==> src/rtl/xlat_pkg.sv <==
package xlat_pkg;

  localparam int unsigned WORD_W = 32;
  localparam int unsigned DOM_W  = 4;
  localparam int unsigned AP_W   = 8;
  localparam int unsigned CB_W   = 2;

  typedef enum logic [2:0] {
    MAP_NONE    = 3'd0,
    MAP_SECTION = 3'd1,
    MAP_LARGE   = 3'd2,
    MAP_SMALL   = 3'd3,
    MAP_TINY    = 3'd4
  } map_kind_e;

  typedef enum logic [1:0] {
    TOP_FAULT,
    TOP_SECTION,
    TOP_COARSE,
    TOP_FINE
  } top_kind_e;

  typedef enum logic [1:0] {
    ST_IDLE,
    ST_RD1,
    ST_RD2,
    ST_RSP
  } walk_state_e;

  typedef struct packed {
    logic [WORD_W-1:0] pa;
    map_kind_e         kind;
    logic [DOM_W-1:0]  dom;
    logic [AP_W-1:0]   ap;
    logic [CB_W-1:0]   cb;
  } xlat_res_t;

endpackage

==> src/rtl/xlat_l1_decode.sv <==
module xlat_l1_decode
  import xlat_pkg::*;
(
  input  logic [WORD_W-1:0] desc,
  input  logic [19:0]       va_low,
  input  logic              tiny_en,
  output top_kind_e         kind,
  output xlat_res_t         sect_res,
  output logic [WORD_W-1:0] next_addr
);

  logic unused_bits;
  assign unused_bits = ^{desc[9], desc[4]};

  always_comb begin
    unique case (desc[1:0])
      2'd1:    kind = TOP_COARSE;
      2'd2:    kind = TOP_SECTION;
      2'd3:    kind = tiny_en ? TOP_FINE : TOP_FAULT;
      default: kind = TOP_FAULT;
    endcase
  end

  always_comb begin
    sect_res.pa   = {desc[31:20], va_low};
    sect_res.kind = MAP_SECTION;
    sect_res.dom  = desc[8:5];
    sect_res.ap   = {6'b0, desc[11:10]};
    sect_res.cb   = desc[3:2];
  end

  // coarse tables index 256 words, fine tables index 1024 words
  always_comb begin
    if (desc[1:0] == 2'd1) next_addr = {desc[31:10], va_low[19:12], 2'b00};
    else                   next_addr = {desc[31:12], va_low[19:10], 2'b00};
  end

endmodule

==> src/rtl/xlat_l2_decode.sv <==
module xlat_l2_decode
  import xlat_pkg::*;
(
  input  logic [WORD_W-1:0] desc,
  input  logic [15:0]       va_low,
  input  logic [DOM_W-1:0]  dom,
  output logic              fault,
  output xlat_res_t         page_res
);

  always_comb begin
    fault         = 1'b0;
    page_res.dom  = dom;
    page_res.cb   = desc[3:2];
    page_res.ap   = desc[11:4];
    page_res.kind = MAP_NONE;
    page_res.pa   = '0;
    unique case (desc[1:0])
      2'd1: begin
        page_res.kind = MAP_LARGE;
        page_res.pa   = {desc[31:16], va_low};
      end
      2'd2: begin
        page_res.kind = MAP_SMALL;
        page_res.pa   = {desc[31:12], va_low[11:0]};
      end
      2'd3: begin
        page_res.kind = MAP_TINY;
        page_res.pa   = {desc[31:10], va_low[9:0]};
        page_res.ap   = {6'b0, desc[5:4]};
      end
      default: begin
        fault       = 1'b1;
        page_res.ap = '0;
        page_res.cb = '0;
      end
    endcase
  end

endmodule

==> src/rtl/xlat_walker.sv <==
module xlat_walker
  import xlat_pkg::*;
(
  input  logic        clk,
  input  logic        rst_n,
  input  logic        req_valid,
  output logic        req_ready,
  input  logic [31:0] req_va,
  input  logic [31:0] req_base,
  input  logic        req_tiny_en,
  output logic        mem_req,
  output logic [31:0] mem_addr,
  input  logic        mem_ack,
  input  logic [31:0] mem_rdata,
  input  logic        mem_err,
  output logic        rsp_valid,
  input  logic        rsp_ready,
  output logic [31:0] rsp_pa,
  output logic [2:0]  rsp_kind,
  output logic [3:0]  rsp_domain,
  output logic [7:0]  rsp_ap,
  output logic [1:0]  rsp_cb,
  output logic        rsp_fault,
  output logic        rsp_buserr
);

  walk_state_e       state_q, state_d;
  logic [31:0]       va_q, va_d;
  logic [17:0]       tbl_q, tbl_d;
  logic              tiny_q, tiny_d;
  logic [31:0]       rd2_addr_q, rd2_addr_d;
  logic [DOM_W-1:0]  dom_q, dom_d;
  xlat_res_t         res_q, res_d;
  logic              fault_q, fault_d;
  logic              bus_q, bus_d;

  top_kind_e         top_kind;
  xlat_res_t         sect_res;
  logic [31:0]       top_next;
  logic              page_fault;
  xlat_res_t         page_res;
  logic              unused_base;

  assign unused_base = ^req_base[13:0];

  xlat_l1_decode u_l1 (
    .desc      (mem_rdata),
    .va_low    (va_q[19:0]),
    .tiny_en   (tiny_q),
    .kind      (top_kind),
    .sect_res  (sect_res),
    .next_addr (top_next)
  );

  xlat_l2_decode u_l2 (
    .desc     (mem_rdata),
    .va_low   (va_q[15:0]),
    .dom      (dom_q),
    .fault    (page_fault),
    .page_res (page_res)
  );

  always_comb begin
    state_d    = state_q;
    va_d       = va_q;
    tbl_d      = tbl_q;
    tiny_d     = tiny_q;
    rd2_addr_d = rd2_addr_q;
    dom_d      = dom_q;
    res_d      = res_q;
    fault_d    = fault_q;
    bus_d      = bus_q;
    unique case (state_q)
      ST_IDLE: begin
        if (req_valid) begin
          va_d    = req_va;
          tbl_d   = req_base[31:14];
          tiny_d  = req_tiny_en;
          state_d = ST_RD1;
        end
      end
      ST_RD1: begin
        if (mem_ack) begin
          res_d   = '0;
          fault_d = 1'b0;
          bus_d   = 1'b0;
          state_d = ST_RSP;
          if (mem_err) begin
            bus_d = 1'b1;
          end else begin
            unique case (top_kind)
              TOP_FAULT:   fault_d = 1'b1;
              TOP_SECTION: res_d   = sect_res;
              default: begin
                rd2_addr_d = top_next;
                dom_d      = sect_res.dom;
                state_d    = ST_RD2;
              end
            endcase
          end
        end
      end
      ST_RD2: begin
        if (mem_ack) begin
          state_d = ST_RSP;
          fault_d = 1'b0;
          bus_d   = 1'b0;
          res_d   = '0;
          if (mem_err) begin
            bus_d = 1'b1;
          end else if (page_fault) begin
            fault_d   = 1'b1;
            res_d.dom = dom_q;
          end else begin
            res_d = page_res;
          end
        end
      end
      default: begin
        if (rsp_ready) state_d = ST_IDLE;
      end
    endcase
  end

  always_ff @(posedge clk or negedge rst_n) begin
    if (!rst_n) begin
      state_q    <= ST_IDLE;
      va_q       <= '0;
      tbl_q      <= '0;
      tiny_q     <= 1'b0;
      rd2_addr_q <= '0;
      dom_q      <= '0;
      res_q      <= '0;
      fault_q    <= 1'b0;
      bus_q      <= 1'b0;
    end else begin
      state_q    <= state_d;
      va_q       <= va_d;
      tbl_q      <= tbl_d;
      tiny_q     <= tiny_d;
      rd2_addr_q <= rd2_addr_d;
      dom_q      <= dom_d;
      res_q      <= res_d;
      fault_q    <= fault_d;
      bus_q      <= bus_d;
    end
  end

  assign req_ready  = (state_q == ST_IDLE);
  assign mem_req    = (state_q == ST_RD1) || (state_q == ST_RD2);
  assign mem_addr   = (state_q == ST_RD2) ? rd2_addr_q : {tbl_q, va_q[31:20], 2'b00};
  assign rsp_valid  = (state_q == ST_RSP);
  assign rsp_pa     = res_q.pa;
  assign rsp_kind   = res_q.kind;
  assign rsp_domain = res_q.dom;
  assign rsp_ap     = res_q.ap;
  assign rsp_cb     = res_q.cb;
  assign rsp_fault  = fault_q;
  assign rsp_buserr = bus_q;

  assert_read_held_R12: assert property (@(posedge clk) disable iff (!rst_n)
    mem_req && !mem_ack |=> mem_req && $stable(mem_addr));

  assert_idle_only_R11: assert property (@(posedge clk) disable iff (!rst_n)
    !(req_ready && (rsp_valid || mem_req)));

  assert_rsp_held_R11: assert property (@(posedge clk) disable iff (!rst_n)
    rsp_valid && !rsp_ready |=> rsp_valid && $stable(rsp_pa) && $stable(rsp_kind)
      && $stable(rsp_fault) && $stable(rsp_buserr));

  assert_fault_clean_R10: assert property (@(posedge clk) disable iff (!rst_n)
    rsp_valid && rsp_fault |-> rsp_kind == 3'd0 && rsp_pa == 32'd0 && rsp_ap == 8'd0);

  assert_buserr_apart_R9: assert property (@(posedge clk) disable iff (!rst_n)
    rsp_valid && rsp_buserr |-> !rsp_fault && rsp_kind == 3'd0 && rsp_domain == 4'd0);

  assert_no_read_after_err_R9: assert property (@(posedge clk) disable iff (!rst_n)
    mem_req && mem_ack && mem_err |=> !mem_req && rsp_valid);

  assert_tiny_ap_R8: assert property (@(posedge clk) disable iff (!rst_n)
    rsp_valid && rsp_kind == 3'd4 |-> rsp_ap[7:2] == 6'd0);

  assert_section_ap_R4: assert property (@(posedge clk) disable iff (!rst_n)
    rsp_valid && rsp_kind == 3'd1 |-> rsp_ap[7:2] == 6'd0);

endmodule

==> config.mk <==
export PLATFORM = sky130hd
export DESIGN_NAME = xlat_walker
export DESIGN_NICKNAME = d
export VERILOG_FILES = /design/src/rtl/xlat_pkg.sv /design/src/rtl/xlat_l1_decode.sv /design/src/rtl/xlat_l2_decode.sv /design/src/rtl/xlat_walker.sv
export SDC_FILE = /design/constraint.sdc
export NUM_CORES = 1
export LEC_CHECK = 0
export BUFFER_PORTS_ARGS = -buffer_cell sky130_fd_sc_hd__clkbuf_2
export CAP_MARGIN = 20
export CORE_UTILIZATION = 35
export DETAILED_ROUTE_END_ITERATION = 12
export SYNTH_ARGS = -nofsm -noshare
export SYNTH_HDL_FRONTEND = slang
export SYNTH_SLANG_ARGS = --single-unit
==> constraint.sdc <==
create_clock -name clk -period 2.7 [get_ports clk]
set_input_delay 0.27 -clock clk [delete_from_list [all_inputs] [get_ports clk]]
set_output_delay 0.27 -clock clk [all_outputs]
set_load 0.05 [all_outputs]
==> flow_summary.toml, run 1 <==
[outcome]
status = "finished clean"

[synth]
synthDistinctLibCells = 40
ys_seq_area_share_pct = 55.50
synth_area_mm2 = 0.006222
syn_avg_cell_area_um2 = 12.52
ys_ff_latch = 138
synth_flop_cell = "dfrtp_1"
netlist_instances = 497
yosysWarnings = 0
async_flop_share_pct = 100.0
synth_edf_count = 0

[sta]
slew_violations = 0
rsz0062_at_grt = "false"
worstMarginPinSlew_ns = 0.6615
hold_violations = 0
relSlewSlack_pct = 55.73
final.min_clock_period_ns = 2.477
max_freq_ghz = 0.4037
setup_viol_count_final = 0
setup_tns_ns = 0
worst_clock_skew_ns = 0.007805
finalCritPeriodShare_pct = 91.75
holdWs_ns = 0.07955

[setup_path]
cpPeakStageDelay_ns = 0.40
endpoint_kind = "output pin"
r2r_start = "state_q[0]"
timing.rr.end = "rsp_ap[6]"
crit_fanout = 21
worst_path_dominant_cell_family = "buffers and inverters"
cp_num_buf_inv = 3
reg2regPathDepth = 5
rrSetupSlack_ns = 0.51
arrival_ns = 2.21
crit_path_start_kind = "register"
cp.required_ns = 2.43
crit_type = "reg -> out"
slowest_stage = "dfrtp_1"
cp_cell_sequence = "inv_1 > ha_4 > buf_12 > mux2_2 > clkbuf_2"

[grt]
grt_pass1_wl_mm = 25.21
grt_usage_pct = 18.43
grt.overflow.total = 0
grt_max_degree = 60
first_global_vias = 4714
antenna_found_initial = 1

[cells_and_area]
nNetsFinal = 781
area_delta_synth_final_pct = 27.85
seq_area_mm2 = 0.003453
multi_input_area_mm2 = 0.002571
diodes = 0
drive_gt1_share_pct = 51.68
finalNonFillerCells = 908
layout_common_cells = "171 x clkbuf_2, 138 x dfrtp_1, 127 x mux2_2"
fillers = 1614
final_common_cell = "clkbuf_2"

[power_and_ir_drop]
p_switching_mw = 5.240
seq_power_share_pct = 30.9
swShare_pct = 45.77
intPower_mw = 6.208
peakVddDrop_uv = 705.9
p_per_area_mw_per_mm2 = 1439
p_total_mw = 11.45
p_leak_nw = 3.753
power_frac_clock_pct = 20.1
pwr-share-comb_pct = 48.9

[floorplan]
initial_core_util_pct = 35.85
die_h_um = 135.3
io_pins = 189
coreArea_mm2 = 0.01736
die_w_um = 135.3
rows = 48
die_area_mm2 = 0.01832

[cts]
worst_skew_pair.late_latency_ns = 0.42
cts_max_path_buffers = 2
post_cts_buffers = 0
clkSlewWorstSetupHoldPaths_ns = 0.06
cts-root-buf = "clkbuf_16"
clkSinkCount = 138
cts_tree = "built"
htree_num_levels = 4
cts_buffers = 17

[hold_path]
min_to = "va_q[23]"
hp-class = "in -> reg"
holdPathStages = 2
hp-start = "req_va[23]"

[drt]
vias = 4515
drt-total-wl_mm = 15.86
vias_per_cell = 4.972
antenna_left = 0
drt_iter0_drc = 181
drt_pass1_iterations = 4
post_drt_wl_per_cell_um = 17.47
drc = 0

[run]
max-cap-violations = 0

[place]
port_buffers = 172
dp_cells = 875
gp_congestion = 0.7740
place_hpwl_mm = 11.55
timing repair:
item,4_1_cts,5_1_grt
setup endpoints to repair,16,0
hold buffers,1,0
resized for setup,1,0
endpoints found under the hold margin,46,0
worst max-delay path by stage:
stage          startpoint           end  slack (ns)  cells past startpoint
3_3_place_gp   state_q[0]     rsp_ap[6]        0.44                      5
2_1_floorplan  state_q[0]    state_q[1]        0.80                      5
6_report       state_q[0]  mem_addr[23]        0.22                      5
3_5_place_dp   state_q[0]     rsp_ap[6]        0.27                      5
4_1_cts        state_q[0]  mem_addr[23]        0.19                      5
5_1_grt        state_q[0]  mem_addr[25]        0.12                      5
synth_stat cells, types with 2 or more instances:
cell type	count	area (um^2)
a22o_1	6	52.55
buf_6	3	33.78
clkbuf_1	6	22.52
a32oi_1	5	43.79
o21ai_1	5	25.02
nand3_1	16	80.08
nor2b_1	3	18.77
mux2_2	127	1430
inv_1	6	22.52
nand2_1	61	229.0
o21a_1	7	52.55
a31oi_1	6	37.54
dfrtp_1	138	3453
buf_4	8	60.06
o211ai_1	4	30.03
o21ai_0	20	100.1
buf_2	18	90.09
o221ai_1	4	35.03
ha_1	8	100.1
a21oi_1	11	55.05
nand4_1	2	12.51
nor2_1	15	56.30
layer usage:
| metal | GRT usage [%] | vias to the layer above | part of all wire, % |
|---|---|---|---|
| li1 | - | 2113 | - |
| met1 | 23.39 | 2244 | 44 |
| met2 | 29.97 | 144 | 48 |
| met3 | 5.911 | 14 | 6.3 |
| met4 | 5.306 | 0 | 1.3 |
| met5 | 0 | - | 0 |
logic make-up after synthesis:
family / synth area share, %
AND/OR/NAND/NOR: 7.521
multiplexers: 23.14
other: 0.06027
AO/OA/AOI/OAI: 8.486
adder cells (fa/ha/maj): 1.609
buffers and inverters: 3.680
flip-flops: 55.50
registers in the layout, summed over array words and instances (netlist names):
name        cells
state_q         2
tiny_q          1
rsp_kind        3
rsp_cb          2
tbl_q          18
rd2_addr_q     30
rsp_ap          8
dom_q           4
va_q           32
rsp_domain      4
rsp_pa         32
rsp_buserr      1
rsp_fault       1
per-stage QoR:
step	instance area (um^2)	setup WS, ns	utilization (%)
finish	7955	0.2228	45.83
global route	7955	0.1232	45.83
CTS	7955	0.1920	45.83
detailed placement	7348	0.2711	42.34
global placement	7348	0.4396	42.34
floorplan	6226	0.8044	-
area by class of cell:
cell class              count  share of cell area (%)
well taps                 225                   3.539
flip-flops and latches    138                   43.41
clock inverters            11                   1.714
multi-input cells         319                   32.32
clock buffers              21                   5.662
repair buffers            188                   13.07
inverters                   6                  0.2831
power by group through the flow:
stage          Clock (mW)  Combinational [mW]  Sequential (mW)
2_1_floorplan           0                3.43             4.40
3_3_place_gp            0                5.52             3.51
3_5_place_dp            0                5.63             3.58
4_1_cts              2.36                5.66             3.55
5_1_grt              2.46                5.95             3.67
6_report             2.31                5.60             3.54
worst register-to-register path: cells and delay by family, from the launching register on:
| kind | cells | cell delay [ns] |
|---|---|---|
| AOI/OAI and AO/OA | 1 | 0.22 |
| adders and majority gates | 1 | 0.38 |
| buffers and inverters | 1 | 0.16 |
| DFF | 1 | 0.40 |
| and+or+nand+nor | 2 | 0.96 |
No activity file was read; power rests on OpenSTA's default activity.
==> inputs of run 2 (changes only) <==
CORE_ASPECT_RATIO = 1.5   (was not set)
CORE_UTILIZATION = 40   (was 35)
==> flow_summary.toml, run 2 (synthesized netlist as in run 1, its figures left out) <==
[floorplan]
rows = 55
die_w_um = 103.8
coreArea_mm2 = 0.01514
initial_core_util_pct = 41.10
die_h_um = 154.8
die_area_mm2 = 0.01607
io_pins = 189

[power_and_ir_drop]
pwr-share-comb_pct = 48.3
p_leak_nw = 3.768
p_per_area_mw_per_mm2 = 1450
intPower_mw = 6.297
p_switching_mw = 5.206
peakVddDrop_uv = 689.1
seq_power_share_pct = 30.7
swShare_pct = 45.26
p_total_mw = 11.50
power_frac_clock_pct = 21.1

[cells_and_area]
drive_gt1_share_pct = 51.98
nNetsFinal = 781
layout_common_cells = "171 x clkbuf_2, 138 x dfrtp_1, 127 x mux2_2"
final_common_cell = "clkbuf_2"
utilization_pct = 52.42
fillers = 1412
area_delta_synth_final_pct = 27.55

[grt]
grt_pass1_wl_mm = 25.50
first_global_vias = 4865
grt.overflow.total = 0
grt_usage_pct = 20.60
grt_max_degree = 82
antenna_found_initial = 1

[drt]
vias = 4557
drt-total-wl_mm = 15.71
vias_per_cell = 5.161
drt_iter0_drc = 124
antenna_left = 0
drc = 0
drt_pass1_iterations = 4
post_drt_wl_per_cell_um = 17.79

[cts]
htree_num_levels = 4
post_cts_buffers = 0
cts-root-buf = "clkbuf_16"
worst_skew_pair.late_latency_ns = 0.41
cts_buffers = 17
ctsResizeCount = 0
clkSlewWorstSetupHoldPaths_ns = 0.06
cts_max_path_buffers = 2
clkSinkCount = 138
cts_tree = "built"

[place]
port_buffers = 172
gp_congestion = 0.7993
place_hpwl_mm = 11.45

[setup_path]
crit_fanout = 20
cpPeakStageDelay_ns = 0.41
cp.required_ns = 2.43
timing.rr.end = "rsp_pa[25]"
slowest_stage = "dfrtp_1"
path_depth = 5
crit_path_start_kind = "register"
crit_type = "reg -> out"
arrival_ns = 2.14
endpoint_kind = "output pin"
setup.worst_path.start = "state_q[0]"
worst_path_dominant_cell_family = "buffers and inverters"
crit_end = "mem_addr[19]"
reg2regPathDepth = 7
cp_num_buf_inv = 3
r2r_start = "state_q[0]"
cp_cell_sequence = "inv_1 > ha_2 > buf_4 > mux2_2 > clkbuf_2"
rrSetupSlack_ns = 0.57

[sta]
relSlewSlack_pct = 43.65
finalCritPeriodShare_pct = 89.18
max_freq_ghz = 0.4153
rsz0062_at_grt = "false"
worst_clock_skew_ns = 0.007535
final.min_clock_period_ns = 2.408
hold_violations = 0
setup_viol_count_final = 0
slew_violations = 0
worstMarginPinSlew_ns = 0.8421
setup_tns_ns = 0

[hold_path]
hp-class = "in -> reg"

[outcome]
status = "finished clean"

[run]
max-cap-violations = 0
==> run 2: changes by cell type in the layout (fill, tap and decap cells not counted) <==
cell | previous run | this run
buf_4 | 11 | 12
bufinv_16 | 2 | 3
clkbuf_8 | 1 | 2
ha_2 | 0 | 1
clkbuf_1 | 3 | 1
clkinvlp_4 | 2 | 1
ha_4 | 1 | 0
clkinv_2 | 0 | 1
diode_2 | 0 | 1
buf_12 | 4 | 3
==> run 2: layout make-up <==
| class | instances | area (um^2) | share of cell area [%] |
|---|---|---|---|
| Sequential cell | 138 | 3453 | 43.51 |
| Clock buffer | 20 | 456.7 | 5.754 |
| Tap cell | 199 | 249.0 | 3.137 |
| Antenna cell | 1 | 2.502 | 0.03153 |
| Inverter | 6 | 22.52 | 0.2838 |
| Timing Repair Buffer | 188 | 1027 | 12.94 |
| Multi-Input combinational cell | 319 | 2561 | 32.27 |
| Clock inverter | 12 | 163.9 | 2.065 |
==> run 2: worst min path at each step <==
stage / start / end / cells past startpoint
after global routing: req_base[29] / tbl_q[15] / 2
after floorplan: rst_n / dom_q[0] / 0
after global placement: rst_n / tbl_q[1] / 1
after CTS: req_va[3] / va_q[3] / 2
final: req_base[27] / tbl_q[13] / 2
after detailed placement: rst_n / rd2_addr_q[14] / 1
==> run 2: what timing repair did <==
action                                  CTS  global route
endpoints found under the setup margin    0             0
hold buffers                              1             0
endpoints found under the hold margin    78             0
==> run 2: per-layer routing <==
metal / wire length (um) / GRT usage, % / up-vias / part of all wire (%)
met2: 8523 / 37.59 / 149 / 54
met1: 6012 / 22.63 / 2283 / 38
met5: 0 / 0 / - / 0
met3: 804 / 5.478 / 25 / 5.1
met4: 369 / 8.095 / 0 / 2.3
li1: - / - / 2100 / -
==> run 2: power groups by stage <==
stage	logic [mW]	registers [mW]	clock network (mW)
2_1_floorplan	3.43	4.40	0
5_1_grt	5.88	3.66	2.57
4_1_cts	5.61	3.53	2.47
6_report	5.55	3.53	2.42
3_3_place_gp	5.51	3.51	0
3_5_place_dp	5.60	3.57	0
==> run 2: stage by stage <==
stage / std cells / setup WS, ns / instance area, um^2 / hold slack, ns
3_3_place_gp: 849 / 0.6540 / 7303 / 0.3665
4_1_cts: 882 / 0.2796 / 7934 / 0.06789
3_5_place_dp: 849 / 0.5632 / 7303 / 0.3767
5_1_grt: 883 / 0.2114 / 7936 / 0.07459
2_1_floorplan: 498 / 0.8044 / 6226 / -0.02559
6_report: 883 / 0.2923 / 7936 / 0.08290
